===== config.mk =====
export PLATFORM = sky130hd
export DESIGN_NAME = mdio_mgmt_ctrl
export DESIGN_NICKNAME = d
export VERILOG_FILES = /design/src/rtl/mdio_mgmt_ctrl.sv
export SDC_FILE = /design/constraint.sdc
export NUM_CORES = 1
export LEC_CHECK = 0
export ABC_AREA = 1
export ABC_CLOCK_PERIOD_IN_PS = 2450
export BUFFER_PORTS_ARGS = -buffer_cell sky130_fd_sc_hd__buf_4
export CORE_ASPECT_RATIO = 1.25
export CORE_MARGIN = 2
export CORE_UTILIZATION = 50
export CTS_BUF_LIST = sky130_fd_sc_hd__clkbuf_8
export DETAILED_ROUTE_END_ITERATION = 8
export GPL_ROUTABILITY_DRIVEN = 0
export GPL_TIMING_DRIVEN = 0
export PLACE_DENSITY = 0.74
export SYNTH_ARGS = -nofsm -noshare
export SYNTH_HDL_FRONTEND = slang
export SYNTH_SLANG_ARGS = --single-unit
export TNS_END_PERCENT = 30

===== constraint.sdc =====
create_clock -name clk -period 2.45 [get_ports clk]
set_input_delay 0.3675 -clock clk [delete_from_list [all_inputs] [get_ports clk]]
set_output_delay 0.3675 -clock clk [all_outputs]
set_load 0.005 [all_outputs]

===== src/rtl/mdio_mgmt_ctrl.sv =====
module mdio_mgmt_ctrl #(
  parameter int PREAMBLE = 32
) (
  input  logic        clk,
  input  logic        rst_n,
  input  logic        host_we,
  input  logic        host_sel,
  input  logic [15:0] host_wdata,
  output logic [15:0] ctrl_q,
  output logic [15:0] data_q,
  output logic        mdc,
  output logic        mdio_o,
  output logic        mdio_oe,
  input  logic        mdio_i
);
  localparam int FRAME_LEN = PREAMBLE + 32;
  localparam int CNT_W = $clog2(FRAME_LEN);
  localparam logic [CNT_W-1:0] LAST_BIT = CNT_W'(FRAME_LEN - 1);
  localparam logic [CNT_W-1:0] TA_BIT = CNT_W'(FRAME_LEN - 18);
  localparam logic [CNT_W-1:0] DATA_BIT = CNT_W'(FRAME_LEN - 16);

  logic                 busy_q, wr_q, mdc_q;
  logic [2:0]           rng_q;
  logic [4:0]           phy_q, reg_q;
  logic [15:0]          data_r;
  logic [FRAME_LEN-1:0] sh_q;
  logic [CNT_W-1:0]     bit_q;
  logic [7:0]           hc_q;

  wire ctrl_wr = host_we && !host_sel && !busy_q;
  wire data_wr = host_we && host_sel && !busy_q;
  wire cmd_wr  = host_wdata[1];
  wire [7:0] half_m1  = (8'd1 << rng_q) - 8'd1;
  wire [7:0] start_m1 = (8'd1 << host_wdata[4:2]) - 8'd1;
  wire tick = busy_q && (hc_q == 8'd0);
  wire rise = tick && !mdc_q;

  always_ff @(posedge clk or negedge rst_n) begin
    if (!rst_n) begin
      busy_q <= 1'b0;
      wr_q   <= 1'b0;
      rng_q  <= '0;
      phy_q  <= '0;
      reg_q  <= '0;
      sh_q   <= '0;
      bit_q  <= '0;
      hc_q   <= '0;
      mdc_q  <= 1'b0;
    end else if (ctrl_wr) begin
      busy_q <= host_wdata[0];
      wr_q   <= cmd_wr;
      rng_q  <= host_wdata[4:2];
      phy_q  <= host_wdata[9:5];
      reg_q  <= host_wdata[14:10];
      if (host_wdata[0]) begin
        sh_q  <= {{PREAMBLE{1'b1}}, 2'b01, cmd_wr ? 2'b01 : 2'b10,
                  host_wdata[9:5], host_wdata[14:10],
                  cmd_wr ? 2'b10 : 2'b00, cmd_wr ? data_r : 16'h0000};
        bit_q <= '0;
        hc_q  <= start_m1;
        mdc_q <= 1'b0;
      end
    end else if (busy_q) begin
      if (hc_q != 8'd0) begin
        hc_q <= hc_q - 8'd1;
      end else begin
        hc_q  <= half_m1;
        mdc_q <= !mdc_q;
        if (mdc_q) begin
          sh_q  <= {sh_q[FRAME_LEN-2:0], 1'b0};
          bit_q <= bit_q + 1'b1;
          if (bit_q == LAST_BIT) busy_q <= 1'b0;
        end
      end
    end
  end

  always_ff @(posedge clk or negedge rst_n) begin
    if (!rst_n)
      data_r <= '0;
    else if (data_wr)
      data_r <= host_wdata;
    else if (rise && !wr_q && bit_q >= DATA_BIT)
      data_r <= {data_r[14:0], mdio_i};
  end

  assign ctrl_q  = {1'b0, reg_q, phy_q, rng_q, wr_q, busy_q};
  assign data_q  = data_r;
  assign mdc     = mdc_q;
  assign mdio_o  = sh_q[FRAME_LEN-1];
  assign mdio_oe = busy_q && (wr_q || bit_q < TA_BIT);

  assert_idle_pins_R9: assert property (@(posedge clk) disable iff (!rst_n)
    !ctrl_q[0] |-> (!mdc && !mdio_oe));

  assert_oe_no_rise_R5: assert property (@(posedge clk) disable iff (!rst_n)
    (ctrl_q[0] && $past(ctrl_q[0])) |-> !$rose(mdio_oe));

  assert_ctrl_hold_R7: assert property (@(posedge clk) disable iff (!rst_n)
    (busy_q && host_we && !host_sel) |=> $stable(ctrl_q[15:1]));

  assert_data_hold_R8: assert property (@(posedge clk) disable iff (!rst_n)
    (busy_q && wr_q) |=> $stable(data_q));

  assert_start_drive_R3: assert property (@(posedge clk) disable iff (!rst_n)
    $rose(ctrl_q[0]) |-> (mdio_oe && mdio_o && !mdc));

  assert_end_low_R6: assert property (@(posedge clk) disable iff (!rst_n)
    $fell(ctrl_q[0]) |-> !mdc);

  assert_mdio_on_low_R6: assert property (@(posedge clk) disable iff (!rst_n)
    (mdc && $past(mdc)) |-> $stable(mdio_o));
endmodule


# Yosys cells after proc, flatten, opt, wreduce, memory -nomap -nowiden
# Cells that the tools add are included.
[word_totals] wordCells=71 input_bits=21 output_inout_bits=35 ff_bits=110
[classes] n_eq_ne=3 addsub=4 magnitude_cmp=2 n_reduce_logical=22 shifts=2 mux=28
[op_table] cell="two-way mux 64 bit" n=5
[op_table] cell="two-way mux 16 bit" n=3
[op_table] cell="two-way mux 8 bit" n=4
[op_table] cell="two-way mux 6 bit" n=5
[op_table] cell="subtractor 8 x 1 -> 8 bit, second input constant" n=3
[op_table] cell="left shift 1 x 3 -> 8 bit, first input constant" n=2
[op_table] cell="logical AND 1 bit" n=9
[op_table] cell="two-way mux 1 bit" n=9
[op_table] cell="zero test 8 bit" n=1
[op_table] cell="nonzero test 8 bit" n=1
[op_table] cell="adder 6 x 1 -> 6 bit, second input constant" n=1
[op_table] cell="== test 6 bit, second input constant" n=1
[op_table] cell="greater-or-equal comparator 6 bit, second input constant" n=1
[op_table] cell="less-than comparator 6 bit, second input constant" n=1
[op_table] cell="nonzero test 2 bit" n=3
[op_table] cell="zero test 1 bit" n=4
[op_table] cell="two-way mux 2 bit" n=2
[op_table] cell="inequality test 2 bit, second input constant" n=2
[op_table] cell="AND reduction 4 bit" n=1
[op_table] cell="AND reduction 3 bit" n=1
[op_table] cell="AND reduction 2 bit" n=1
[op_table] cell="logical OR 1 bit" n=1

# Depth between registers and ports, before layout
[logic_depth] ltp_word=7 depth_mapped=15 ltp_nobuf=15

# Worst setup path before layout
# No wires, ideal clock.
[synth_path] kind="flip-flop to flip-flop" startpoint="register hc_q[5]" endpoint="register hc_q[6]" t_required_ps=2333 arrival_time_ps=1614 setup_time_ps=117 path_stages_with_launch=16 slack_ps=719 synth_period_minus_slack_ps=1731 n_path_buf=0 path_cell_list="dfrtp_1 nor2_1 nand2_1 nor2_4 inv_2 nand2_1 nand3_1 nand2_1 inv_1 ha_1 nand2_1 inv_1 nand3_1 nand2_1 nand3_1 nand2_1"
[synth_via] elab_chain_len=4 elab_cells_between_ends=5 classes_between="add/sub (1); mux (3); reduce/logical (1)"
[synth_rtl] item="from (decl)" line="28" source="logic [7:0] hc_q;"
[synth_rtl] item="from (signal assigned)" line="60" source="hc_q <= start_m1;"
[synth_rtl] item="from (signal assigned)" line="65" source="hc_q <= hc_q - 8'd1;"
[synth_rtl] item="from (signal assigned)" line="67" source="hc_q <= half_m1;"
[synth_rtl] item="subtractor 8 x 1 -> 8 bit / nonzero test 8 bit (equally long branches)" line="65, 64"
[synth_rtl] item="two-way mux 8 bit (*)" line="64" source="if (hc_q != 8'd0) begin"
[synth_rtl] item="two-way mux 8 bit (*)" line="63" source="end else if (busy_q) begin"
[synth_rtl] item="two-way mux 8 bit (*)" line="49" source="end else if (ctrl_wr) begin"
# Mark *: on every way between the ends. The rest lies on a longest branch, timed or not. The select of a mux whose other input is x is not followed.
# A chain may end at the register's enable or synchronous reset.

# Worst setup path after layout
[layout_path] startpoint="register busy_q" endpoint="register hc_q[2]"
[layout_via] elab_chain_len=4 elab_cells_between_ends=6 classes_between="eq/ne (1); mux (1); reduce/logical (4)"
[layout_rtl] item="from (decl)" line="22" source="logic busy_q, wr_q, mdc_q;"
[layout_rtl] item="from (signal assigned)" line="50" source="busy_q <= host_wdata[0];"
[layout_rtl] item="zero test 1 bit" line="30" source="wire ctrl_wr = host_we && !host_sel && !busy_q;"
[layout_rtl] item="logical AND 1 bit" line="30"
[layout_rtl] item="inequality test 2 bit (no source line) / nonzero test 2 bit (equally long branches)"
[layout_rtl] item="AND reduction 2 bit (no source line)"
# Several ways; a longest one is shown, not always the timed one.

==> results.sh <==
export IMPL_finalHoldViolations=0
export IMPL_detailed_place_area_um2=5640
export IMPL_drv_cap=0
export IMPL_clk_pin_slew_ps=100
export IMPL_antenna_cells=0
export IMPL_vias_per_cell=5.28
export IMPL_cts_hold_buf=0
export IMPL_cts_root_buf="clkbuf_8"
export IMPL_endpoint_kind="flop"
export IMPL_clkSinkCount=110
export IMPL_worstPathMaxFanout=10
export IMPL_drcViolationCount=0
export IMPL_drtIter0Drc=288
export IMPL_critPathArrivalTime_ps=2360
export IMPL_ioPinCount=56
export IMPL_cts_buffer_depth=2
export IMPL_fin_crit_sh=0.860
export IMPL_cp_start_kind="flop"
export IMPL_netlist_area_um2=5090
export IMPL_worstSkewPairLatency_ps=370
export IMPL_grt_pass1_vias=4089
export IMPL_track_usage=0.216
export IMPL_fin_area_um2=5860
export IMPL_critPathKind="reg -> reg"
export IMPL_ys_types=36
export IMPL_grt_first_pass_wirelength_um=19000
export IMPL_wl_per_cell_um=14.2
export IMPL_io_buffers=52
export IMPL_grt_ovfl_total=0
export IMPL_cp_startpoint="busy_q"
export IMPL_post_cts_resized=0
export IMPL_post_cts_buffers=0
export IMPL_detail_route_antenna_nets=0
export IMPL_synth_common_cells="146 x nand2_1, 110 x dfrtp_1, 73 x inv_1"
export IMPL_synth_edf_count=0
export IMPL_start_util=0.509
export IMPL_rows=41
export IMPL_ys_top_cells_by_area="dfrtp_1 54%, nand2_1 11%, inv_1 5.4%"
export IMPL_hold_path_class="in -> reg"
export IMPL_die_y_um=117
export IMPL_powerDensity_nw_per_um2=497
export IMPL_status="finished, final reports clean"
export IMPL_synth_ff_type="dfrtp_1"
export IMPL_place_hpwl_um=8030
export IMPL_min_delay_start="host_wdata[11]"
export IMPL_antenna_found_initial=0
export IMPL_setup_violations=0
export IMPL_critPathRequiredTime_ps=2710
export IMPL_fin_tns_setup_ps=0
export IMPL_drive_gt1_frac=0.162
export IMPL_max_vdd_ir_drop_mv=0.311
export IMPL_cts_made_buffers=9
export IMPL_drv_slew=0
export IMPL_async_flop_share=1.00
export IMPL_core_area_um2=10000
export IMPL_timing_final_crit_period_ps=2110
export IMPL_fmax_mhz=475
export IMPL_area_delta_synth_final_pct=15.1
export IMPL_r2r_start="busy_q"
export IMPL_synth_avg_cell_area_um2=8.72
export IMPL_yosysTopAreaCellShare=0.541
export IMPL_power_leakage_nw=2.95
export IMPL_synth_most_common_cell="nand2_1"
export IMPL_finalWirelength_um=11100
export IMPL_synth_net_count=607
export IMPL_die_w_um=94.2
export IMPL_synth_seq_cells=110
export IMPL_cts_tree="yes"
export IMPL_ys_warn_count=0
export IMPL_dr_pass1_iters=5
export IMPL_yosysTopAreaCell="dfrtp_1"
export IMPL_die_area_um2=11000
export IMPL_finClkSkew_ps=9.79
export IMPL_htreeDepth=3
export IMPL_dr_total_vias=4136
export IMPL_rsz0062_at_grt="no"
export IMPL_rrSetupSlack_ps=340
export IMPL_yosysSeqAreaShare=0.541
export IMPL_synth_cells=584
export IMPL_grt_start_max_net_pins=111
export IMPL_nNetsFinal=672
[path summary, 6_finish.rpt]
check	to	cells after the start
max reg2reg	hc_q[2]	11
min reg2reg	reg_q[3]	2
min in group asynchronous	bit_q[3]	2
max in group asynchronous	rng_q[1]	3
min	reg_q[1]	3
max	hc_q[2]	11
[worst max-delay path: stages, from the launching register on]
cell      delay [ps]
dfrtp_1          410
inv_2            100
nand2_2          160
clkbuf_1         410
nand3_1          130
nand2_1          150
inv_1             60
ha_1             210
nand2_1          100
inv_1             60
o21ai_0          120
o21ai_0          100
[per-stage QoR]
stage / utilization / cells / setup WS [ps] / power, mW / hold WS [ps]
2_1_floorplan: - / 584 / 719 / 1.87 / 71.9
3_3_place_gp: 0.564 / 765 / 334 / 1.93 / 464
3_5_place_dp: 0.564 / 765 / 314 / 1.93 / 468
4_1_cts: 0.581 / 781 / 359 / 2.93 / 224
5_1_grt: 0.586 / 783 / 150 / 3.02 / 249
6_report: 0.586 / 783 / 344 / 2.91 / 229
[sequential cells by signal, summed over array words and instances (netlist names)]
register,flops
wr_q,1
rng_q,3
hc_q,8
reg_q,5
data_q,16
phy_q,5
mdc,1
sh_q,64
bit_q,6
busy_q,1
[kinds of logic after synthesis]
group / after synthesis / share of synthesized area
AOI/OAI and AO/OA: 114 / 0.147
other: 1 / 0.000737
adders and majority gates: 2 / 0.00492
DFF: 110 / 0.541
muxes: 1 / 0.00197
and+or+nand+nor: 242 / 0.204
xor gates and xnor gates: 2 / 0.00344
buffers and inverters: 112 / 0.0973
[power breakdown]
group | internal, mW | switching [mW]
combinational | 0.0302 | 0.0583
sequential | 1.81 | 0.000715
clock | 0.395 | 0.613
total | 2.24 | 0.672
[cell type report]
cell class / instances / area [um2]
buffer: 33 / 199
inverter: 79 / 297
timing repair buffer: 54 / 432
tap: 129 / 161
multi-input combinational: 362 / 1840
clock buffer: 10 / 138
clock inverter: 6 / 37.5
sequential: 110 / 2750
fill: 877 / 4150
[cells in the final DEF, fill, tap and decap left out, types with 5 or more instances in the layout]
cell type    n
buf_2        9
dfrtp_1    110
nor2_1      35
clkbuf_1    10
nor3_1       6
buf_6        6
inv_2        5
o211ai_1    16
nand3_1     31
a21oi_1      9
nand2_1    146
a22oi_1     32
a31oi_1     10
nand4_1     15
buf_4       58
o21ai_0     31
clkbuf_8    10
inv_1       74
[routing by layer]
layer  up-vias  wire length [um]  track usage
li1       2040                 -            -
met1      1994              4920        0.292
met2        86              5590        0.363
met3        16               445       0.0314
met4         0               178       0.0696
met5         -                 0            0
Power figures use the tool's default switching activity.
